[config.mk]
export PLATFORM = sky130hd
export DESIGN_NAME = adc_seq_ctrl
export DESIGN_NICKNAME = d
export VERILOG_FILES = /design/src/rtl/adc_seq_pkg.sv /design/src/rtl/adc_seq_timer.sv /design/src/rtl/adc_seq_shifter.sv /design/src/rtl/adc_seq_fmt.sv /design/src/rtl/adc_seq_ctrl.sv
export SDC_FILE = /design/constraint.sdc
export NUM_CORES = 1
export LEC_CHECK = 0
export BUFFER_PORTS_ARGS = -buffer_cell sky130_fd_sc_hd__clkbuf_2
export CAP_MARGIN = 5
export CORE_UTILIZATION = 30
export DETAILED_ROUTE_END_ITERATION = 8
export GPL_TIMING_DRIVEN = 0
export HOLD_SLACK_MARGIN = 0.12
export PLACE_DENSITY = 0.49
export SETUP_SLACK_MARGIN = 0.05
export SLEW_MARGIN = 20
export SYNTH_ARGS = -nofsm -noshare
export SYNTH_HDL_FRONTEND = slang
export SYNTH_SLANG_ARGS = --single-unit
export TNS_END_PERCENT = 100
[constraint.sdc]
create_clock -name clk -period 2.5 [get_ports clk]
set_input_delay 0 -clock clk [delete_from_list [all_inputs] [get_ports clk]]
set_output_delay 0 -clock clk [all_outputs]
set_load 0.01 [all_outputs]
[src/rtl/adc_seq_pkg.sv]
package adc_seq_pkg;

   typedef enum logic [1:0] {
      ST_IDLE  = 2'd0,
      ST_SHIFT = 2'd1,
      ST_GAP   = 2'd2
   } seq_state_t;

endpackage

[src/rtl/adc_seq_timer.sv]
module adc_seq_timer #(
   parameter int CLK_DIV = 4
) (
   input  logic clk,
   input  logic rst_n,
   input  logic run_i,
   output logic half_o,
   output logic end_o
);
   localparam int CW   = (CLK_DIV > 2) ? $clog2(CLK_DIV) : 1;
   localparam int HALF = CLK_DIV / 2;

   logic [CW-1:0] phase_q;

   always_ff @(posedge clk or negedge rst_n) begin
      if (!rst_n) begin
         phase_q <= '0;
      end else if (!run_i) begin
         phase_q <= '0;
      end else if (phase_q == CW'(CLK_DIV - 1)) begin
         phase_q <= '0;
      end else begin
         phase_q <= phase_q + 1'b1;
      end
   end

   assign half_o = run_i && (phase_q == CW'(HALF - 1));
   assign end_o  = run_i && (phase_q == CW'(CLK_DIV - 1));
endmodule

[src/rtl/adc_seq_shifter.sv]
module adc_seq_shifter #(
   parameter int FRAME_W = 16
) (
   input  logic               clk,
   input  logic               rst_n,
   input  logic               load_i,
   input  logic [FRAME_W-1:0] word_i,
   input  logic               adv_i,
   input  logic               cap_i,
   input  logic               sdi_i,
   output logic               sdo_o,
   output logic [FRAME_W-1:0] rx_o,
   output logic               last_o
);
   localparam int CNT_W = $clog2(FRAME_W);

   logic [FRAME_W-1:0] tx_q;
   logic [FRAME_W-1:0] rx_q;
   logic [CNT_W-1:0]   cnt_q;

   always_ff @(posedge clk or negedge rst_n) begin
      if (!rst_n) begin
         tx_q  <= '0;
         cnt_q <= '0;
      end else if (load_i) begin
         tx_q  <= word_i;
         cnt_q <= '0;
      end else if (adv_i) begin
         tx_q  <= {tx_q[FRAME_W-2:0], 1'b0};
         cnt_q <= cnt_q + 1'b1;
      end
   end

   always_ff @(posedge clk or negedge rst_n) begin
      if (!rst_n) begin
         rx_q <= '0;
      end else if (cap_i) begin
         rx_q <= {rx_q[FRAME_W-2:0], sdi_i};
      end
   end

   assign sdo_o  = tx_q[FRAME_W-1];
   assign rx_o   = rx_q;
   assign last_o = (cnt_q == CNT_W'(FRAME_W - 1));
endmodule

[src/rtl/adc_seq_fmt.sv]
module adc_seq_fmt #(
   parameter int SAMP_W = 12,
   parameter int OUT_W  = 16
) (
   input  logic              code_i,
   input  logic [SAMP_W-1:0] raw_i,
   output logic [OUT_W-1:0]  val_o
);
   generate
      if (OUT_W > SAMP_W) begin : g_ext
         localparam int PAD = OUT_W - SAMP_W;
         logic fill;
         assign fill  = code_i & raw_i[SAMP_W-1];
         assign val_o = {{PAD{fill}}, raw_i};
      end else begin : g_flat
         logic unused_code;
         assign unused_code = code_i;
         assign val_o = raw_i;
      end
   endgenerate
endmodule

[src/rtl/adc_seq_ctrl.sv]
module adc_seq_ctrl
   import adc_seq_pkg::*;
#(
   parameter int CLK_DIV  = 4,
   parameter int TAG_W    = 4,
   parameter int SAMP_W   = 12,
   parameter int OUT_W    = 16,
   parameter int CODE_POS = 4
) (
   input  logic                      clk,
   input  logic                      rst_n,
   input  logic                      start_i,
   input  logic [TAG_W+SAMP_W-1:0]   ctrl_word_i,
   output logic                      busy_o,
   output logic                      done_o,
   output logic [TAG_W-1:0]          chan_o,
   output logic [OUT_W-1:0]          sample_o,
   output logic                      cs_n_o,
   output logic                      sclk_o,
   output logic                      adc_din_o,
   input  logic                      adc_dout_i
);
   localparam int FRAME_W = TAG_W + SAMP_W;

   generate
      if (CLK_DIV < 2 || (CLK_DIV % 2) != 0) begin : g_bad_div
         $error("CLK_DIV must be even and at least 2");
      end
      if (OUT_W < SAMP_W) begin : g_bad_out
         $error("OUT_W must not be narrower than SAMP_W");
      end
      if (CODE_POS < 0 || CODE_POS >= FRAME_W) begin : g_bad_code
         $error("CODE_POS must lie inside the control word");
      end
   endgenerate

   seq_state_t         state_q;
   logic               tick_half;
   logic               tick_end;
   logic               last_bit;
   logic               run;
   logic               launch;
   logic               capture;
   logic               advance;
   logic               code_q;
   logic [FRAME_W-1:0] rx_word;
   logic [OUT_W-1:0]   fmt_val;

   assign run     = (state_q != ST_IDLE);
   assign launch  = (state_q == ST_IDLE) && start_i;
   assign capture = (state_q == ST_SHIFT) && tick_half;
   assign advance = (state_q == ST_SHIFT) && tick_end && !last_bit;

   adc_seq_timer #(.CLK_DIV(CLK_DIV)) u_timer (
      .clk    (clk),
      .rst_n  (rst_n),
      .run_i  (run),
      .half_o (tick_half),
      .end_o  (tick_end)
   );

   adc_seq_shifter #(.FRAME_W(FRAME_W)) u_shift (
      .clk    (clk),
      .rst_n  (rst_n),
      .load_i (launch),
      .word_i (ctrl_word_i),
      .adv_i  (advance),
      .cap_i  (capture),
      .sdi_i  (adc_dout_i),
      .sdo_o  (adc_din_o),
      .rx_o   (rx_word),
      .last_o (last_bit)
   );

   adc_seq_fmt #(.SAMP_W(SAMP_W), .OUT_W(OUT_W)) u_fmt (
      .code_i (code_q),
      .raw_i  (rx_word[SAMP_W-1:0]),
      .val_o  (fmt_val)
   );

   always_ff @(posedge clk or negedge rst_n) begin
      if (!rst_n) begin
         state_q  <= ST_IDLE;
         cs_n_o   <= 1'b1;
         sclk_o   <= 1'b1;
         done_o   <= 1'b0;
         code_q   <= 1'b0;
         chan_o   <= '0;
         sample_o <= '0;
      end else begin
         done_o <= 1'b0;
         unique case (state_q)
            ST_IDLE: begin
               if (start_i) begin
                  state_q <= ST_SHIFT;
                  cs_n_o  <= 1'b0;
                  sclk_o  <= 1'b0;
                  code_q  <= ctrl_word_i[CODE_POS];
               end
            end
            ST_SHIFT: begin
               if (tick_half) begin
                  sclk_o <= 1'b1;
               end
               if (tick_end) begin
                  if (last_bit) begin
                     state_q  <= ST_GAP;
                     cs_n_o   <= 1'b1;
                     done_o   <= 1'b1;
                     chan_o   <= rx_word[FRAME_W-1 -: TAG_W];
                     sample_o <= fmt_val;
                  end else begin
                     sclk_o <= 1'b0;
                  end
               end
            end
            ST_GAP: begin
               if (tick_end) begin
                  state_q <= ST_IDLE;
               end
            end
            default: state_q <= ST_IDLE;
         endcase
      end
   end

   assign busy_o = run;
endmodule

==> key figures, run 1 <==
Floorplanning
  – Die Wd: 93.4 microns
  – Io pins: 45
  – Core area: 7890 sq um
  – Row cnt: 32
  – Overall die area: 8720 sq um
  – Initial Utilization: 31.7%
  – Die Y-Extent: 93.4 microns

Power and ir drop
  – Pint: 0.00260 W
  – Clk pwr share: 29.2%
  – Max VDD drop: 0.363 mV
  – Pwr dens: 1100 nW/um^2
  – Leakage: 1.63 nW
  – Psw: 0.00106 W
  – Combinational share of power: 28.2%
  – Seq pwr share: 42.6%
  – Switching Share: 29.0%

Critical path
  – Critical Path RT: 2.71 ns
  – Max incr delay on CP: 0.40 ns
  – CP Max Fanout: 10
  – Crit path max-delay cell type: dfrtp_1
  – Crit path capture type: register
  – Setup Crit Path Kind: register to register
  – CP dominant cell by count: buf_6
  – Worst path cell trace: ha_1 -> and3_4 -> buf_6 -> a221o_1 -> buf_6 -> buf_6 -> a221o_1
  – CP Launch Type: register
  – Arrival time at the worst endpoint: 2.21 ns

Global routing
  – Global route hottest layer: met2
  – Global-route wire length before repair: 7750 microns
  – Met2 Track Usage GR: 17.3%
  – M1 GR Usage: 16.1%
  – Vias in the first global route: 1622
  – All-Layer GR Usage: 12.0%
  – Largest net degree at the start of global routing: 47
  – Met3 Use GR: 2.76%
  – GR Overflow Total: 0
  – Initial antenna violation count: 0

Logic synthesis
  – Asr flop ratio synth: 100%
  – Largest cells by area after synthesis: dfrtp_1 (59%), mux2_2 (14%), a221o_1 (6.4%)
  – Cell Area, Synth: 2500 sq um
  – Mean Syn Cell Area: 14.1 sq um
  – Register area share after synthesis: 61.1%
  – Share of the synthesized area in the top cell type: 59.0%
  – Top FF cell, synth: dfrtp_1
  – Synth cell types: 32
  – Count leader, synth: dfrtp_1
  – Area leader, netlist: dfrtp_1
  – Post-Syn Instances: 177
  – Synth Register Bits: 61
  – Number of flops mapped to enable cells by yosys: 0
  – Syn nets: 200
  – Synthesis Warnings: 0
  – Synth top cells by count: dfrtp_1 (59), mux2_2 (32), a221o_1 (16)

Timing
  – Final clock skew: 0.00673 ns
  – Final Hold Viols: 0
  – Final Critical Period: 2.00 ns
  – Slew @ Worst Pin: 0.624 ns
  – RSZ-0062 raised after global routing: no
  – Final Max Slew Viols: 0
  – Final setup violating endpoints: 0
  – Slew margin rel.: 58.3%
  – Period utilization: 80.0%
  – Setup TNS: 0 ns
  – Peak Freq: 500 MHz

Finish
  – Layout net count: 276
  – Layout Utilization: 42.2%
  – Share of layout cells above drive strength 1: 42.2%
  – Diode count: 0
  – Area Growth Syn to Fin: 33.0%

Clocking
  – Cts bufs inserted: 9
  – CTS tree: done
  – Clock-pin slew on the worst setup and hold paths: 0.07 ns
  – Clk Tree Root Cell: clkbuf_8
  – CTS Buffer Depth: 2
  – Sink Count: 61
  – PostCTS Resize Cnt: 0
  – Clk_lat worst skew: 0.33 ns
  – Htree depth: 3

Route
  – Total vias in the final route: 1659
  – WL/cell: 13.0 microns
  – Routed Antenna Nets: 0
  – Drt first pass iters: 4
  – Final WL: 4670 microns
  – Iter 0 DRT Violations: 65
  – # DRC: 0
  – Vias per cell: 4.61

Status
  – Status: complete, no violations

Placed design
  – IO buf count: 44
  – Gp weighted congestion: 0.710
  – Dpl hpwl: 3060 microns

Min path
  – Hold Path Class: input pin to async pin

Job
  – Max-Cap Viols: 0
## final timing paths
check / from / end / slack [ns] / cells past startpoint
setup / recovery: u_shift.cnt_q[0]$_DFFE_PN0P_ / u_shift.tx_q[11]$_DFFE_PN0P_ / 0.50 / 7
hold / removal: rst_n / sclk_o$_DFFE_PN1P_ / 0.21 / 2
hold reg to reg: u_timer.phase_q[0]$_DFF_PN0_ / u_timer.phase_q[0]$_DFF_PN0_ / 0.47 / 1
setup reg to reg: u_shift.cnt_q[0]$_DFFE_PN0P_ / u_shift.tx_q[11]$_DFFE_PN0P_ / 0.50 / 7
min in group clk: ctrl_word_i[0] / u_shift.tx_q[0]$_DFFE_PN0P_ / 0.44 / 3
max in group asynchronous: rst_n / u_shift.tx_q[12]$_DFFE_PN0P_ / 1.25 / 3
## kinds of logic after synthesis
| family | synth area share (%) |
|---|---|
| fa+ha+maj | 1.50 |
| mux | 14.8 |
| buf+inv | 4.30 |
| simple gates | 8.15 |
| flops | 61.1 |
| compound gates | 10.2 |
## routing by layer
metal	vias up	wire, microns
met3	7	156
li1	791	-
met4	0	100
met2	30	2180
met5	-	0
met1	831	2230
## registers in the layout, indices dropped and copies added (netlist names), 2 cells and up
signal and cells:
state_q 2, u_shift.tx_q 16, sample_o 13, u_shift.rx_o 16, chan_o 4, u_shift.cnt_q 4, u_timer.phase_q 2
## critical path, delay by kind of cell (launching register included)
family | cells | cell delay [ns]
AO/OA/AOI/OAI | 2 | 0.69
AND/OR/NAND/NOR | 1 | 0.15
buffers and inverters | 3 | 0.41
flip-flops | 1 | 0.40
adder cells (fa/ha/maj) | 1 | 0.22
## repair_timing
| action | in CTS | in global routing |
|---|---|---|
| hold buffers | 20 | 0 |
| hold endpoints to repair | 80 | 0 |
| buffers inserted | 0 | 0 |
## layout make-up
type	instances	area [sq um]
sequential	61	1530
clock buffer	10	138
tap	102	128
buffer	13	88.8
fill	774	4560
inverter	5	18.8
clock inverter	6	110
multi-input combinational	98	867
timing repair buffer	65	450
## stage by stage
stage	hold WS, ns	total power (W)	cell area, sq um	std cells	worst slack, ns
5_1_grt	0.221	0.00391	3330	360	0.432
3_3_place_gp	0.229	0.00257	2850	323	0.524
3_5_place_dp	-0.0842	0.00260	2880	324	0.512
6_report	0.209	0.00366	3330	360	0.499
2_1_floorplan	-0.296	0.00229	2500	177	0.611
4_1_cts	0.198	0.00372	3330	360	0.497
## power by group through the flow
stage          registers [W]  clock network, W  logic, W
2_1_floorplan        0.00155                 0  0.000739
3_3_place_gp         0.00157                 0  0.000998
3_5_place_dp         0.00158                 0   0.00103
4_1_cts              0.00156           0.00110   0.00106
5_1_grt              0.00161           0.00114   0.00116
6_report             0.00156           0.00107   0.00103
## layout by cell type (no fill, tap or decap), types with 2 or more instances in the layout
cell type	netlist	layout
a221o_1	16	16
ha_1	3	3
a21o_1	2	2
inv_1	5	5
bufinv_16	0	3
nor2_1	5	5
mux2_2	32	32
clkinvlp_4	0	2
buf_4	3	3
and2_1	15	15
clkbuf_1	2	2
buf_2	5	5
nand3b_1	2	2
clkbuf_2	0	43
o31ai_1	2	2
buf_6	3	3
a21oi_1	2	2
dfstp_2	2	2
nand2_1	2	2
or3_1	2	2
clkbuf_8	0	10
dfrtp_1	59	59
dlygate4sd3_1	0	20
a22o_1	2	2
(Power assumes the default switching activity.)
==> inputs of run 2 (changes only) <==
Settings changed: PLACE_DENSITY 0.49 to 0.51.
Clock period 2.5 ns to 1.8 ns, I/O delays scaled along.
==> run 2 against run 1 <==
  * Non-clock buffer count rose by 12
  * Maximum frequency up 13%
  * Clock skew up 0.0024 ns
  * Count of clock-buffer cells in the layout fell by 1
  * Final cell count is 3.3% higher
  * Die area unchanged
  * Via count rose by 4.3%
  * Wire length grew 9.4%
  * Sequential power rose by 39%
  * Critical path type unchanged
  * Largest cell class unchanged
  * Largest power group unchanged
==> key figures, run 2 (synthesized netlist as in run 1, its figures left out) <==
Placed design
  – Pre-CTS setup slack: -0.184 ns (-0.696 ns)
  – Dpl hpwl: 3120 microns (+2.0%)
  – IO buf count: 44 (unchanged)
  – Gp weighted congestion: 0.708 (-0.35%)
  – Placed insts: 324 (unchanged)

Critical path
  – Worst reg-to-reg setup slack: 0.03 ns (-0.47 ns)
  – CP Launch Type: register
  – Critical Path RT: 2.02 ns (-0.69 ns)
  – Setup Crit Path Kind: register to register
  – Arrival time at the worst endpoint: 1.99 ns (-0.22 ns)
  – Worst Reg-to-Reg Cells: 6 (-1)
  – Crit path capture type: register
  – CP Max Fanout: 4 (-6)
  – R2r startpoint: u_shift.cnt_q[1]$_DFFE_PN0P_
  – R2r endpoint: u_shift.tx_q[1]$_DFFE_PN0P_

Clocking
  – Sink Count: 61 (unchanged)
  – Htree depth: 3 (unchanged)
  – Clk Tree Root Cell: clkbuf_8
  – Clk_lat worst skew: 0.34 ns (about the same)
  – Clock-pin slew on the worst setup and hold paths: 0.07 ns (about the same)
  – CTS Buffer Depth: 2 (unchanged)
  – Cts bufs inserted: 9 (unchanged)
  – CTS tree: done

Timing
  – Period utilization: 98.5% (+18 points)
  – Final Critical Period: 1.77 ns (-0.227 ns)
  – RSZ-0062 raised after global routing: yes
  – Slew @ Worst Pin: 0.371 ns (-0.253 ns)
  – PnR worst setup slack: 0.0265 ns (-0.473 ns)
  – Peak Freq: 564 MHz (+13%)
  – Final clock skew: 0.00909 ns (+0.00237 ns)
  – Final Max Slew Viols: 0 (unchanged)
  – Final Hold Viols: 0 (unchanged)
  – Final setup violating endpoints: 0 (unchanged)
  – Slew margin rel.: 75.3% (+17 points)

Floorplanning
  – Core area: 7890 sq um (unchanged)
  – Io pins: 45 (unchanged)
  – Overall die area: 8720 sq um (unchanged)
  – Initial Utilization: 31.7% (unchanged)
  – Die Y-Extent: 93.4 microns (unchanged)
  – Die Wd: 93.4 microns (unchanged)
  – Row cnt: 32 (unchanged)

Global routing
  – All-Layer GR Usage: 12.7% (+0.77 points)
  – Initial antenna violation count: 0 (unchanged)
  – Vias in the first global route: 1684 (+3.8%)
  – Global-route wire length before repair: 8330 microns (+7.5%)
  – Largest net degree at the start of global routing: 38 (-19%)
  – GR Overflow Total: 0 (unchanged)

Route
  – Routed Antenna Nets: 0 (unchanged)
  – Drt first pass iters: 4 (unchanged)
  – Iter 0 DRT Violations: 64 (-1.5%)
  – Vias per cell: 4.65 (+0.92%)
  – # DRC: 0 (unchanged)
  – Final WL: 5100 microns (+9.4%)
  – WL/cell: 13.7 microns (+5.9%)
  – Total vias in the final route: 1730 (+4.3%)

Status
  – Status: complete, no violations

Finish
  – Most common cell after layout, fill and taps aside: dfrtp_1
  – Area Growth Syn to Fin: 42.3%
  – Layout net count: 288 (+4.3%)
  – Share of layout cells above drive strength 1: 47.0% (+4.8 points)
  – Most frequent cells in the layout: dfrtp_1 (59), clkbuf_2 (43), mux2_2 (20)
  – Diode count: 0 (unchanged)
  – Layout Cells excl Fill: 372 (+3.3%)
  – Layout Utilization: 45.2% (+3.0 points)

Power and ir drop
  – Final Power: 0.00544 W (+49%)
  – Pwr dens: 1530 nW/um^2 (+39%)
  – Leakage: 1.73 nW (+5.9%)
  – Max VDD drop: 0.432 mV (+19%)

Job
  – Max-Cap Viols: 0 (unchanged)

Min path
  – Hold Path Class: input pin to async pin
-- run 2: cell count changes in the layout (fill, tap and decap cells not counted), moves of 4 or more --
cell    change
mux2_2     -12
buf_4       +8
buf_6       +4
mux2_4     +12
-- run 2: layout make-up --
class | count | area (sq um)
Clock buffer | 9 | 124
Timing Repair Buffer | 79 | 592
Tap cell | 102 | 128
Buffer | 11 | 96.3
Fill cell | 755 | 4320
Inverter | 5 | 18.8
Multi-Input combinational cell | 98 | 952
Clock inverter | 7 | 124
Sequential cell | 61 | 1530
-- run 2: worst max-delay path, stage by stage, from the launching register on --
cell	delay (ns)
dfrtp_1	0.39
ha_2	0.20
and3_4	0.15
a221o_1	0.34
buf_6	0.15
buf_6	0.12
a221o_1	0.31
-- run 2: per-layer routing --
layer  global-route usage (%)  up-vias  wire length [microns]
met5                        0        -                      0
met4                     7.31        0                    117
met3                     2.93       10                    134
met2                     18.9       27                   2400
met1                     17.1      874                   2460
li1                         -      819                      -
-- run 2: worst max-delay path by stage --
stage	from	endpoint	slack, ns	cells after the start
3_5_place_dp	u_shift.cnt_q[0]$_DFFE_PN0P_	sample_o[4]$_DFFE_PN0P_	-0.18	6
5_1_grt	u_shift.cnt_q[1]$_DFFE_PN0P_	sample_o[4]$_DFFE_PN0P_	-0.07	7
2_1_floorplan	u_shift.cnt_q[1]$_DFFE_PN0P_	u_shift.tx_q[9]$_DFFE_PN0P_	0.001	7
6_report	u_shift.cnt_q[1]$_DFFE_PN0P_	u_shift.tx_q[1]$_DFFE_PN0P_	0.03	6
4_1_cts	u_shift.cnt_q[0]$_DFFE_PN0P_	u_shift.tx_q[11]$_DFFE_PN0P_	-0.03	6
3_3_place_gp	u_shift.cnt_q[0]$_DFFE_PN0P_	sample_o[11]$_DFFE_PN0P_	-0.18	6
-- run 2: per-stage QoR --
step | setup TNS (ns) | hold slack (ns) | cell area [sq um]
6_report | 0 | 0.144 | 3560
5_1_grt | -1.28 | 0.166 | 3560
4_1_cts | -0.281 | 0.133 | 3410
3_5_place_dp | -3.82 | -0.0377 | 2880
3_3_place_gp | -3.53 | 0.221 | 2850
2_1_floorplan | 0 | -0.296 | 2510
-- run 2: repair_timing --
action                                  in CTS  in global routing
endpoints found under the setup margin      43                 35
cloned                                       2                  1
hold buffers                                19                  0
hold endpoints to repair                    78                  0
gates resized for setup                     11                 29
buffers inserted                             6                  7
pin swaps                                   12                  6
-- run 2: where the power goes --
group | internal [W] | leakage, nW | switching, W
Sequential | 0.00186 | 0.794 | 0.000307
Combinational | 0.00104 | 0.814 | 0.000736
Clock | 0.000926 | 0.120 | 0.000560
==> inputs of run 3 (changes only) <==
Settings changed: PLACE_DENSITY 0.51 to 0.49.
Clock period 1.8 ns to 1.98 ns, I/O delays scaled along.
==> run 3 against run 2 <==
  * Non-clock buffer count decreased by 6
  * Clock power decreased by 9%
  * Sequential power decreased by 9.7%
  * Via count decreased by 3.4%
  * Largest power group unchanged
  * Maximum frequency decreased by 6.7%
  * Count of clock-buffer cells in the layout increased by 1
  * Final cell count decreased by 1.6%
  * Hold slack improved by 0.068 ns
  * Clock skew decreased by 0.0036 ns
  * Sequential cell count unchanged
  * Largest cell class unchanged
  * First-iteration DRC count decreased by 4.7%
==> key figures, run 3 (synthesized netlist as in run 1, its figures left out) <==
Clocking
  – Cts bufs inserted: 9 (unchanged)
  – Clock-pin slew on the worst setup and hold paths: 0.07 ns (about the same)
  – Clk_lat worst skew: 0.32 ns (-0.02 ns)
  – CTS Buffer Depth: 2 (unchanged)
  – CTS tree: done
  – Sink Count: 61 (unchanged)
  – Htree depth: 3 (unchanged)
  – Clk Tree Root Cell: clkbuf_8

Finish
  – Layout Cells excl Fill: 366 (-1.6%)
  – Post-Layout Inst Area: 3400 sq um (-4.7%)
  – Share of layout cells above drive strength 1: 44.3% (-2.7 points)
  – Most common cell after layout, fill and taps aside: dfrtp_1
  – Fill count: 773 (+2.4%)
  – Layout net count: 282 (-2.1%)
  – Most frequent cells in the layout: dfrtp_1 (59), clkbuf_2 (43), mux2_2 (32)
  – Diode count: 0 (unchanged)
  – Area Growth Syn to Fin: 35.7%

Critical path
  – Critical Path RT: 2.19 ns (+0.17 ns)
  – Worst reg-to-reg setup slack: 0.08 ns (+0.05 ns)
  – Arrival time at the worst endpoint: 2.11 ns (+0.12 ns)
  – CP Max Fanout: 10 (+6)
  – Worst Reg-to-Reg Cells: 7 (+1)
  – R2r endpoint: u_shift.tx_q[11]$_DFFE_PN0P_
  – R2r startpoint: u_shift.cnt_q[1]$_DFFE_PN0P_
  – CP Launch Type: register
  – Setup Crit Path Kind: register to register
  – Crit path capture type: register

Route
  – Final WL: 4670 microns (-8.6%)
  – Drt first pass iters: 4 (unchanged)
  – Vias per cell: 4.57 (-1.8%)
  – DR WL met3: 128 microns (-4.5%)
  – WL/cell: 12.8 microns (-7.1%)
  – DR top layer: met4
  – Routed Antenna Nets: 0 (unchanged)
  – Met2 Wirelength: 2180 microns (-9.1%)
  – Total vias in the final route: 1672 (-3.4%)
  – # DRC: 0 (unchanged)
  – Routed met1 length: 2270 microns (-7.7%)
  – Iter 0 DRT Violations: 61 (-4.7%)

Timing
  – Peak Freq: 526 MHz (-6.7%)
  – Slew @ Worst Pin: 0.622 ns (+0.251 ns)
  – Setup TNS: 0 ns (unchanged)
  – Final Hold Viols: 0 (unchanged)
  – RSZ-0062 raised after global routing: yes
  – Slew margin rel.: 58.4% (-17 points)
  – Final clock skew: 0.00545 ns (-0.00365 ns)
  – Period utilization: 96.0% (-2.5 points)
  – Final Max Slew Viols: 0 (unchanged)
  – Final Critical Period: 1.90 ns (+0.127 ns)
  – Final setup violating endpoints: 0 (unchanged)

Power and ir drop
  – Pwr dens: 1400 nW/um^2 (-8.1%)
  – Max VDD drop: 0.465 mV (+7.5%)
  – Leakage: 1.66 nW (-3.8%)
  – Final Power: 0.00476 W (-12%)

Global routing
  – Global-route wire length before repair: 7800 microns (-6.4%)
  – GR Overflow Total: 0 (unchanged)
  – All-Layer GR Usage: 12.1% (-0.70 points)
  – Vias in the first global route: 1635 (-2.9%)
  – Initial antenna violation count: 0 (unchanged)
  – Largest net degree at the start of global routing: 47 (+24%)

Placed design
  – Placed Area: 2880 sq um (+0.17%)
  – IO buf count: 44 (unchanged)
  – Gp weighted congestion: 0.710 (+0.35%)
  – Placed insts: 324 (unchanged)
  – Dpl hpwl: 3060 microns (-2.0%)

Floorplanning
  – Row cnt: 32 (unchanged)
  – Die Y-Extent: 93.4 microns (unchanged)
  – Die Wd: 93.4 microns (unchanged)
  – Io pins: 45 (unchanged)
  – Overall die area: 8720 sq um (unchanged)
  – Initial Utilization: 31.7% (unchanged)
  – Core area: 7890 sq um (unchanged)

Min path
  – Hold Path Class: input pin to async pin

Job
  – Max-Cap Viols: 0 (unchanged)

Status
  – Status: complete, no violations
-- run 3: cell types whose count changed in the layout (fill, tap and decap cells not counted), moves of 2 or more --
cell | before | now
clkinv_4 | 3 | 0
buf_8 | 3 | 0
mux2_2 | 20 | 32
nor3b_4 | 2 | 0
buf_4 | 11 | 8
buf_6 | 7 | 3
mux2_4 | 12 | 0
-- run 3: worst max path at each step --
stage,start,endpoint,slack [ns],cells past startpoint
after global routing,state_q[1]$_DFFE_PN0P_,u_shift.tx_q[14]$_DFFE_PN0P_,0.01,5
after CTS,u_shift.cnt_q[0]$_DFFE_PN0P_,u_shift.tx_q[12]$_DFFE_PN0P_,0.05,7
after global placement,u_shift.cnt_q[0]$_DFFE_PN0P_,u_shift.tx_q[10]$_DFFE_PN0P_,0.004,7
after floorplan,u_shift.cnt_q[0]$_DFFE_PN0P_,u_shift.tx_q[10]$_DFFE_PN0P_,0.09,7
final,u_shift.cnt_q[1]$_DFFE_PN0P_,u_shift.tx_q[11]$_DFFE_PN0P_,0.08,7
after detailed placement,u_shift.cnt_q[0]$_DFFE_PN0P_,u_shift.tx_q[14]$_DFFE_PN0P_,-0.008,7
-- run 3: area by class of cell --
class,instances,area [sq um],share of cell area (%)
timing repair buffer,71,508,15.0
multi-input combinational,98,872,25.7
clock inverter,6,110,3.24
clock buffer,10,138,4.05
inverter,5,18.8,0.552
buffer,13,93.8,2.76
sequential,61,1530,45.0
tap,102,128,3.76
-- run 3: critical path: stages (launching register included) --
cell	delay [ns]
dfrtp_1	0.40
ha_2	0.18
and3_4	0.14
buf_6	0.12
a221o_1	0.32
buf_6	0.14
buf_6	0.13
a221o_1	0.34
-- run 3: layer usage --
layer / up-vias / global-route usage (%)
met4: 0 / 7.69
met2: 28 / 17.5
met5: - / 0
met3: 7 / 2.76
met1: 835 / 16.1
li1: 802 / -
-- run 3: stage by stage --
step	setup WS, ns	util, %	hold WS [ns]
6_report	0.0792	43.1	0.212
5_1_grt	0.0113	43.1	0.221
4_1_cts	0.0502	42.7	0.198
3_5_place_dp	-0.00780	36.5	-0.0842
3_3_place_gp	0.00436	36.2	0.229
2_1_floorplan	0.0912	-	-0.296
-- run 3: report_power, final --
part / internal (W) / switching [W]
logic: 0.000832 / 0.000619
clock network: 0.000868 / 0.000481
registers: 0.00170 / 0.000267
-- run 3: repair_timing --
action	CTS	global route
resized for setup	1	3
endpoints found under the setup margin	7	38
gates cloned	0	0
hold buffers	20	0
buffers inserted	3	3
endpoints found under the hold margin	80	0
pin swaps	0	2
